<file path="src/rtl/pls_pkg.sv">
package pls_pkg;

    localparam logic [15:0] REG_BLK  = 16'hF100;
    localparam logic [15:0] REG_SEL  = 16'hF101;
    localparam logic [15:0] REG_PAGE = 16'hF107;
    localparam logic [15:0] REG_BUF  = 16'hF200;
    localparam logic [15:0] REG_CMD  = 16'hF220;
    localparam logic [15:0] REG_STAT = 16'hF240;
    localparam logic [15:0] REG_INT  = 16'hF241;

    localparam logic [15:0] CMD_PLAIN = 16'h0000;
    localparam logic [15:0] CMD_ALT   = 16'h0013;

    localparam int INT_BIT     = 15;
    localparam int ERR_BIT     = 10;
    localparam int BUF_SECTORS = 4;

    typedef enum logic [3:0] {
        ST_IDLE,
        ST_BLK,
        ST_PAGE,
        ST_BUF,
        ST_SEL,
        ST_CMD,
        ST_POLL,
        ST_STAT,
        ST_CLR
    } step_t;

endpackage

</file>
<file path="src/rtl/pls_word_build.sv">
module pls_word_build
    import pls_pkg::*;
#(
    parameter int BLK_W  = 10,
    parameter int PAGE_W = 6
) (
    input  step_t              step,
    input  logic               die,
    input  logic [BLK_W-1:0]   blk,
    input  logic [PAGE_W-1:0]  page,
    input  logic [1:0]         sect,
    input  logic [1:0]         bsa,
    input  logic [1:0]         cnt_m1,
    input  logic               dbs,
    input  logic               cmd_alt,
    output logic [15:0]        addr,
    output logic [15:0]        wdata,
    output logic               is_wr
);

    localparam int PAGE_LSB = 2;
    localparam int PAGE_MSB = PAGE_LSB + PAGE_W - 1;
    localparam int BSA_LSB  = 8;

    always_comb begin
        addr  = REG_INT;
        wdata = '0;
        is_wr = 1'b1;
        case (step)
            ST_BLK: begin
                addr             = REG_BLK;
                wdata[BLK_W-1:0] = blk;
                wdata[15]        = die;
            end
            ST_PAGE: begin
                addr                      = REG_PAGE;
                wdata[PAGE_MSB:PAGE_LSB]  = page;
                wdata[1:0]                = sect;
            end
            ST_BUF: begin
                addr                     = REG_BUF;
                wdata[BSA_LSB+1:BSA_LSB] = bsa;
                wdata[1:0]               = cnt_m1;
            end
            ST_SEL: begin
                addr      = REG_SEL;
                wdata[15] = dbs;
            end
            ST_CMD: begin
                addr  = REG_CMD;
                wdata = cmd_alt ? CMD_ALT : CMD_PLAIN;
            end
            ST_POLL: begin
                addr  = REG_INT;
                is_wr = 1'b0;
            end
            ST_STAT: begin
                addr  = REG_STAT;
                is_wr = 1'b0;
            end
            ST_CLR: begin
                addr  = REG_INT;
                wdata = '0;
            end
            default: begin
                addr  = REG_INT;
                is_wr = 1'b0;
            end
        endcase
    end

endmodule

</file>
<file path="src/rtl/pls_bus_port.sv">
module pls_bus_port #(
    parameter int ADDR_W = 16,
    parameter int DATA_W = 16
) (
    input  logic              clk,
    input  logic              rst_n,
    input  logic              req,
    input  logic              req_wr,
    input  logic [ADDR_W-1:0] req_addr,
    input  logic [DATA_W-1:0] req_wdata,
    output logic              fin,
    output logic [DATA_W-1:0] rd_data,
    output logic [ADDR_W-1:0] bus_addr,
    output logic [DATA_W-1:0] bus_wdata,
    output logic              bus_wr,
    output logic              bus_rd,
    input  logic [DATA_W-1:0] bus_rdata,
    input  logic              bus_ack
);

    typedef struct packed {
        logic              act;
        logic              wr;
        logic [ADDR_W-1:0] addr;
        logic [DATA_W-1:0] wdata;
        logic [DATA_W-1:0] rdata;
        logic              fin;
    } port_s;

    localparam port_s PORT_RST = '0;

    port_s p_q, p_d;

    always_comb begin
        p_d     = p_q;
        p_d.fin = 1'b0;
        if (!p_q.act) begin
            if (req) begin
                p_d.act   = 1'b1;
                p_d.wr    = req_wr;
                p_d.addr  = req_addr;
                p_d.wdata = req_wdata;
            end
        end else if (bus_ack) begin
            p_d.act   = 1'b0;
            p_d.fin   = 1'b1;
            p_d.rdata = bus_rdata;
        end
    end

    always_ff @(posedge clk) begin
        if (!rst_n) p_q <= PORT_RST;
        else        p_q <= p_d;
    end

    assign fin       = p_q.fin;
    assign rd_data   = p_q.rdata;
    assign bus_addr  = p_q.addr;
    assign bus_wdata = p_q.wdata;
    assign bus_wr    = p_q.act &  p_q.wr;
    assign bus_rd    = p_q.act & ~p_q.wr;

endmodule

</file>
<file path="src/rtl/pls_poll_timer.sv">
module pls_poll_timer #(
    parameter int CNT_W = 16
) (
    input  logic             clk,
    input  logic             rst_n,
    input  logic             clr,
    input  logic             tick,
    input  logic [CNT_W-1:0] limit,
    output logic             last_allowed
);

    typedef struct packed {
        logic [CNT_W-1:0] cnt;
    } tmr_s;

    localparam tmr_s TMR_RST = '0;

    tmr_s t_q, t_d;

    always_comb begin
        t_d = t_q;
        if (clr)
            t_d.cnt = '0;
        else if (tick && (t_q.cnt != '1))
            t_d.cnt = t_q.cnt + 1'b1;
    end

    always_ff @(posedge clk) begin
        if (!rst_n) t_q <= TMR_RST;
        else        t_q <= t_d;
    end

    // true when the read in flight is the limit-th one
    assign last_allowed = (limit != '0) && (t_q.cnt >= limit - 1'b1);

endmodule

</file>
<file path="src/rtl/page_load_seq.sv">
module page_load_seq
    import pls_pkg::*;
#(
    parameter int BLK_W  = 10,
    parameter int PAGE_W = 6,
    parameter int CNT_W  = 16
) (
    input  logic              clk,
    input  logic              rst_n,
    input  logic              start,
    input  logic [BLK_W-1:0]  blk_addr,
    input  logic [PAGE_W-1:0] page_addr,
    input  logic [1:0]        sect_addr,
    input  logic [1:0]        buf_sect,
    input  logic [2:0]        buf_count,
    input  logic              die_sel,
    input  logic              buf_sel,
    input  logic              cmd_alt,
    input  logic              auto_clear,
    input  logic [CNT_W-1:0]  poll_limit,
    output logic [15:0]       bus_addr,
    output logic [15:0]       bus_wdata,
    output logic              bus_wr,
    output logic              bus_rd,
    input  logic [15:0]       bus_rdata,
    input  logic              bus_ack,
    output logic              busy,
    output logic              done,
    output logic              err,
    output logic              tmo,
    output logic              arg_err
);

    localparam int WIN_W = 4;

    typedef struct packed {
        step_t             step;
        logic              pend;
        logic              busy;
        logic              done;
        logic              err;
        logic              tmo;
        logic              arg_err;
        logic              seen_low;
        logic              die;
        logic [BLK_W-1:0]  blk;
        logic [PAGE_W-1:0] page;
        logic [1:0]        sect;
        logic [1:0]        bsa;
        logic [1:0]        cnt_m1;
        logic              dbs;
        logic              cmd_alt;
        logic              auto_clr;
    } seq_s;

    localparam seq_s SEQ_RST = '0;

    seq_s s_q, s_d;

    logic              req, fin, tmr_clr, tmr_tick, last_allowed;
    logic [15:0]       rd_data, w_addr, w_data;
    logic              w_is_wr;
    logic [CNT_W-1:0]  limit_q;
    logic [WIN_W-1:0]  win_end;
    logic              args_bad;
    logic              int_hi, stat_err;
    logic              unused_rd;

    assign win_end  = WIN_W'(buf_sect) + WIN_W'(buf_count);
    assign args_bad = (buf_count == 3'd0) || (buf_count > 3'(BUF_SECTORS))
                    || (win_end > WIN_W'(BUF_SECTORS));
    assign int_hi   = rd_data[INT_BIT];
    assign stat_err = rd_data[ERR_BIT];
    assign unused_rd = ^rd_data;

    always_comb begin
        s_d      = s_q;
        s_d.done = 1'b0;
        req      = 1'b0;
        tmr_clr  = 1'b0;
        tmr_tick = 1'b0;
        if (s_q.step == ST_IDLE) begin
            if (start) begin
                s_d.err      = 1'b0;
                s_d.tmo      = 1'b0;
                s_d.arg_err  = 1'b0;
                s_d.seen_low = 1'b0;
                s_d.pend     = 1'b0;
                s_d.die      = die_sel;
                s_d.blk      = blk_addr;
                s_d.page     = page_addr;
                s_d.sect     = sect_addr;
                s_d.bsa      = buf_sect;
                s_d.cnt_m1   = 2'(buf_count - 3'd1);
                s_d.dbs      = buf_sel;
                s_d.cmd_alt  = cmd_alt;
                s_d.auto_clr = auto_clear;
                tmr_clr      = 1'b1;
                if (args_bad) begin
                    s_d.arg_err = 1'b1;
                    s_d.done    = 1'b1;
                end else begin
                    s_d.busy = 1'b1;
                    s_d.step = ST_BLK;
                end
            end
        end else if (!s_q.pend) begin
            req      = 1'b1;
            s_d.pend = 1'b1;
        end else if (fin) begin
            s_d.pend = 1'b0;
            case (s_q.step)
                ST_BLK:  s_d.step = ST_PAGE;
                ST_PAGE: s_d.step = ST_BUF;
                ST_BUF:  s_d.step = ST_SEL;
                ST_SEL:  s_d.step = ST_CMD;
                ST_CMD:  s_d.step = ST_POLL;
                ST_POLL: begin
                    if (int_hi && s_q.seen_low) begin
                        s_d.step = ST_STAT;
                    end else begin
                        tmr_tick = 1'b1;
                        if (!int_hi) s_d.seen_low = 1'b1;
                        if (last_allowed) begin
                            s_d.tmo  = 1'b1;
                            s_d.step = ST_IDLE;
                            s_d.busy = 1'b0;
                            s_d.done = 1'b1;
                        end
                    end
                end
                ST_STAT: begin
                    s_d.err = stat_err;
                    if (s_q.auto_clr) begin
                        s_d.step = ST_IDLE;
                        s_d.busy = 1'b0;
                        s_d.done = 1'b1;
                    end else begin
                        s_d.step = ST_CLR;
                    end
                end
                default: begin
                    s_d.step = ST_IDLE;
                    s_d.busy = 1'b0;
                    s_d.done = 1'b1;
                end
            endcase
        end
    end

    always_ff @(posedge clk) begin
        if (!rst_n) begin
            s_q     <= SEQ_RST;
            limit_q <= '0;
        end else begin
            s_q <= s_d;
            if (s_q.step == ST_IDLE && start) limit_q <= poll_limit;
        end
    end

    pls_word_build #(.BLK_W(BLK_W), .PAGE_W(PAGE_W)) u_words (
        .step    (s_q.step),
        .die     (s_q.die),
        .blk     (s_q.blk),
        .page    (s_q.page),
        .sect    (s_q.sect),
        .bsa     (s_q.bsa),
        .cnt_m1  (s_q.cnt_m1),
        .dbs     (s_q.dbs),
        .cmd_alt (s_q.cmd_alt),
        .addr    (w_addr),
        .wdata   (w_data),
        .is_wr   (w_is_wr)
    );

    pls_bus_port #(.ADDR_W(16), .DATA_W(16)) u_port (
        .clk       (clk),
        .rst_n     (rst_n),
        .req       (req),
        .req_wr    (w_is_wr),
        .req_addr  (w_addr),
        .req_wdata (w_data),
        .fin       (fin),
        .rd_data   (rd_data),
        .bus_addr  (bus_addr),
        .bus_wdata (bus_wdata),
        .bus_wr    (bus_wr),
        .bus_rd    (bus_rd),
        .bus_rdata (bus_rdata),
        .bus_ack   (bus_ack)
    );

    pls_poll_timer #(.CNT_W(CNT_W)) u_timer (
        .clk          (clk),
        .rst_n        (rst_n),
        .clr          (tmr_clr),
        .tick         (tmr_tick),
        .limit        (limit_q),
        .last_allowed (last_allowed)
    );

    assign busy    = s_q.busy;
    assign done    = s_q.done;
    assign err     = s_q.err;
    assign tmo     = s_q.tmo;
    assign arg_err = s_q.arg_err;

endmodule

</file>
<file path="config.mk">
export PLATFORM = sky130hd
export DESIGN_NAME = page_load_seq
export DESIGN_NICKNAME = d
export VERILOG_FILES = /design/src/rtl/pls_pkg.sv /design/src/rtl/pls_word_build.sv /design/src/rtl/pls_bus_port.sv /design/src/rtl/pls_poll_timer.sv /design/src/rtl/page_load_seq.sv
export SDC_FILE = /design/constraint.sdc
export NUM_CORES = 1
export LEC_CHECK = 0
export BUFFER_PORTS_ARGS = -buffer_cell sky130_fd_sc_hd__buf_4
export CAP_MARGIN = 5
export CORE_UTILIZATION = 30
export CTS_BUF_LIST = sky130_fd_sc_hd__clkbuf_16
export CTS_CLUSTER_SIZE = 8
export DETAILED_ROUTE_END_ITERATION = 8
export PLACE_DENSITY = 0.58
export RECOVER_POWER = 100
export SYNTH_ARGS = -nofsm -noshare
export SYNTH_HDL_FRONTEND = slang
export SYNTH_HIERARCHICAL = 1
export SYNTH_SLANG_ARGS = --single-unit
</file>
<file path="constraint.sdc">
create_clock -name clk -period 3.4 [get_ports clk]
set_clock_uncertainty 0.2 [all_clocks]
set_input_delay 0.34 -clock clk [delete_from_list [all_inputs] [get_ports clk]]
set_output_delay 0.34 -clock clk [all_outputs]
set_load 0.02 [all_outputs]
</file>
* Word level (Yosys, flattened, before mapping)
Index checks and enable logic that the tools add are counted.
** Storage, ports and cells
- Memory bits (read-only) :: 0
- Latch bits :: 0
- Logic and storage cells :: 129
- Input bits :: 63
- Output and inout port bits :: 39
- Flip-flop bits (word level) :: 120
- Memories :: 0
- Bits in writable memories :: 0
** Operators by class
- Multiplexer cells :: 48
- Equality and inequality tests :: 18
- Shift operators :: 0
- Magnitude comparators :: 3
- Multipliers :: 0
- Reductions and logical operators :: 26
- Divide/modulo/power cells :: 0
- Bitwise operators :: 5
- Add/subtract/negate cells :: 4
** Operators by type and width (count)
- $pmux W10 S6 :: 1
- $mux W37 :: 1
- $mux W34 :: 1
- $pmux W4 S7 :: 1
- $mux W1 :: 26
- $mux W4 :: 6
- $mux W9 :: 2
- $pmux W6 S3 :: 1
- $add A16 B1 Y16 const B :: 1
- $eq A4 B3 Y1 const B :: 4
- $ge A16 B16 Y1 :: 1
- $ne A16 B16 Y1 const B :: 1
- $reduce_bool A16 Y1 :: 1
- $sub A16 B1 Y16 const B :: 1
- $pmux W2 S3 :: 2
- $reduce_and A6 Y1 :: 2
- $mux W5 :: 2
- $reduce_bool A2 Y1 :: 5
- $ne A3 B3 Y1 const B :: 3
- $eq A4 B2 Y1 const B :: 2
- $pmux W2 S4 :: 1
- $reduce_and A2 Y1 :: 4
- $reduce_and A8 Y1 :: 1
- $mux W2 :: 3
- 21 further kinds :: 31

* Logic depth before layout (Yosys ltp)
- Word-level depth :: 9
- Mapped depth :: 15

* Modules after synthesis
The synthesis kept the hierarchy.
** Modules (own cells, without submodules)
- pls_bus_port :: times used 1, cells each 274, area an instance 2427.3 µm²
- page_load_seq :: times used 1, cells each 267, area an instance 2243.4 µm²
- pls_poll_timer :: times used 1, cells each 179, area an instance 1452.6 µm²
- pls_word_build :: times used 1, cells each 61, area an instance 459.2 µm²

* Worst setup path after synthesis
No wires, ideal clock.
- Path kind :: reg-to-reg
- From :: register limit_q[7]
- To :: register s_q[34] (netlist bit)
- Buffers on the path :: 0
- Data required time :: 3.085 ns
- Arrival :: 3.287 ns
- Setup time :: 0.115 ns
- Period minus slack after synthesis :: 3.601 ns
- Cell stages (with the launch flop) :: 13
- Slack :: -0.201 ns
- Cells stage by stage :: dfxtp_1 -> or4_1 -> nor4_2 -> nand3b_1 -> xor2_1 -> ha_1 -> nand4_1 -> or4_1 -> o32ai_1 -> o31a_1 -> nor2_1 -> o31a_1 -> o21a_1
** Between the ends
- Longest elaborated chain between the ends :: 5
- Elaborated cells between the ends (all ways) :: 6
- Classes of those cells :: add/sub (1); order compare (1); eq/ne (1); reduce/logical (3)
** Ends and longest elaborated chain
- from (decl) :: RTL line page_load_seq.sv:63 : logic [CNT_W-1:0] limit_q;
- from (signal assigned) :: RTL line page_load_seq.sv:157 : if (s_q.step == ST_IDLE && start) limit_q <= poll_limit;
- $sub A16 B1 Y16 :: RTL line pls_poll_timer.sv:34 : assign last_allowed = (limit != '0) && (t_q.cnt >= limit - 1'b1);
- $ge A16 B16 Y1 :: RTL line pls_poll_timer.sv:34
- $logic_and A1 B1 Y1 * :: RTL line pls_poll_timer.sv:34
- net last_allowed :: RTL line page_load_seq.sv:60 : logic req, fin, tmr_clr, tmr_tick, last_allowed;
- $ne A4 B4 Y1 (no line) *
- $reduce_and A5 Y1 (no line) *
- to (signal assigned) :: RTL line page_load_seq.sv:153 : s_q <= SEQ_RST;
- to (signal assigned) :: RTL line page_load_seq.sv:156 : s_q <= s_d;
- to (decl) :: RTL line page_load_seq.sv:58 : seq_s s_q, s_d;
Mark *: on every way through the listed nets, which the timed path passes. The rest lies on a longest branch.
A chain may end at the register's enable or synchronous reset.

* Worst setup path in the final report
- From :: register limit_q[7]
- To :: register s_q, in the netlist busy
** Between the ends
- Longest elaborated chain between the ends :: 5
- Elaborated cells between the ends (all ways) :: 6
- Classes of those cells :: add/sub (1); order compare (1); eq/ne (1); reduce/logical (3)
** Ends and longest elaborated chain (RTL line)
- $sub A16 B1 Y16 :: pls_poll_timer.sv:34
- $ge A16 B16 Y1 :: pls_poll_timer.sv:34
- $logic_and A1 B1 Y1 * :: pls_poll_timer.sv:34
- net last_allowed :: page_load_seq.sv:60
- $ne A3 B3 Y1 (no line) *
- $reduce_and A8 Y1 (no line) *
Marks and branches as above.

==> qor.txt <==
Critical path capture point type = flip-flop
Arr. time, crit path = 3.76 ns
Grt ovf = 0
Final WL = 13.8 mm
CP required = 3.45 ns
R2R Path Start = limit_q[7]$_SDFFE_PN0P_
Highest clock rate = 270 MHz
Initial core utilization = 30.6%
Synthesized area = 5960 µm²
Fin worst setup slack = -0.310 ns
I/O pin cnt = 102
CTS root buf = clkbuf_16
Num rows = 51
Pre-antenna DRT Iters = 5
R2R setup slack = -0.31 ns
DP Wirelength = 9.82 mm
Final Slew Violations = 0
Ant. Diodes = 0
Synthesized instance count = 711
Worst slew margin = 24.8%
Area growth syn-to-layout = 14.3%
Status = finished with violations
Placed cells = 1,010
Final setup viols = 5
Failing checks = negative setup slack
CTS clock-pin slew for the worst setup and hold paths = 0.07 ns
GRT Total Usage = 14.0%
Post-CTS Hold Fix Bufs = 0
Initial detailed-routing violation count = 251
Worst Hold Class = in2reg
# DRC = 0
Worst r2r dst = busy$_SDFFE_PN0P_
Clock tree from TritonCTS = done
Number of buffers added on ports = 87
Final period util = 109%
Number of global-route vias before repair = 4,371
Hold depth = 3
YS warnings = 6
Post-detailed-route count of antenna-violating nets = 0
Drt wl/cell = 13.3 µm
Post-Place Setup Slack = -0.333 ns
Pin count of the biggest net entering global routing = 68
# Max-Cap Violations = 0
Critical path class = reg2reg
Final min period = 3.71 ns
FF-to-FF path depth = 14
CTS Buffer Depth = 2
Post-route insts no fill = 1,035
CTS sink cnt = 106
Crit path capture = busy$_SDFFE_PN0P_
Clk_lat worst skew = 0.35 ns
Leakage = 2.62 nW
Die H = 143 µm
CORE AREA = 19,500 µm²
Most frequent cells in the layout = nand2_1, dfxtp_1, buf_4
Vias per cell = 4.54
Maximum vdd drop = 0.000241 V
Commonest non-fill, non-tap cell in the layout = nand2_1
Die width = 143 µm
Tightest Pin Transition = 1.13 ns
Final net count = 852
Cts bufs inserted = 9
Hold Violations, Final = 0
Die area = 20,400 µm²
PD cells = 406 nW/µm²
RSZ-0062 raised after global routing = true
CP max FO = 3
CTS HTree Levels = 3
GPL Wtd Cong = 0.790
Vias = 4,698
Crit path from = limit_q[7]$_SDFFE_PN0P_
Startpoint types = flip-flop
Layout cells sized above 1 = 16.1%
Global-route wire length before repair = 22.3 mm
Initial antenna violation count = 0
Syn Area/Cell = 8.38 µm²
flip-flops by register name, summed over array words and instances (netlist names), 2 cells and up:
| register | count |
|---|---|
| limit_q | 16 |
| s_q | 32 |
| u_port/bus_addr | 16 |
| u_port/bus_wdata | 16 |
| u_port/p_q | 2 |
| u_port/rd_data | 2 |
| u_timer/t_q | 16 |
how the worst min path moves through the flow:
stage	slack, ns	endpoint	startpoint
after floorplan	0.23	s_q[24]$_SDFFE_PN0P_	s_q[24]$_SDFFE_PN0P_
after detailed placement	0.25	s_q[13]$_SDFFE_PN0P_	s_q[13]$_SDFFE_PN0P_
after global placement	0.24	s_q[11]$_SDFFE_PN0P_	s_q[11]$_SDFFE_PN0P_
final	0.03	limit_q[14]$_SDFFE_PN0P_	poll_limit[14]
after CTS	0.009	s_q[25]$_SDFFE_PN0P_	die_sel
after global routing	0.02	limit_q[11]$_SDFFE_PN0P_	poll_limit[11]
area by class of cell:
class / instances / area [µm²]
inverters: 12 / 45.0
fillers: 2085 / 12700
repair buffers: 127 / 802
clock inverters: 6 / 41.3
flip-flops and latches: 106 / 2120
multi-input cells: 510 / 3240
well taps: 265 / 332
clock buffers: 9 / 225
repair_timing:
item	in CTS	in global routing
buffers inserted	7	3
setup endpoints to repair	4	5
gates resized for setup	4	3
pin swaps	3	3
report_power, final:
part	internal [W]	leakage [nW]	switching [W]
logic	0.000227	1.62	0.000243
clock network	0.000496	0.131	0.000483
registers	0.00129	0.863	0.0000278
total	0.00201	2.62	0.000754
per-layer routing:
metal / global-route usage, % / routed length, µm / up-vias
li1: - / - / 2480
met1: 20.2 / 7270 / 2114
met2: 20.2 / 5720 / 96
met3: 3.82 / 677 / 8
met4: 3.90 / 141 / 0
met5: 0 / 0 / -
critical path, cell delays in order, from the launching register on:
cell and delay [ns]:
dfxtp_1 0.31, or4_4 0.55, nor4_4 0.27, buf_4 0.17, nand3b_1 0.09, xor2_1 0.16
ha_1 0.31, nand4_1 0.13, or4_4 0.43, o32ai_2 0.25, o31a_1 0.24, a21oi_2 0.08
nor4_2 0.21, nand2b_1 0.15, a21boi_1 0.06
stage by stage:
stage	TNS [ns]	utilization [%]	hold WS, ns	power, W	area (µm²)
floorplan	-0.178	-	0.234	0.00164	6030
global placement	-0.695	33.9	0.241	0.00178	6600
detailed placement	-0.893	33.9	0.246	0.00178	6600
CTS	-0.607	35.7	0.00925	0.00281	6940
global route	-2.61	35.0	0.0152	0.00292	6810
finish	-1.02	35.0	0.0263	0.00276	6810
(Power assumes the default switching activity.)
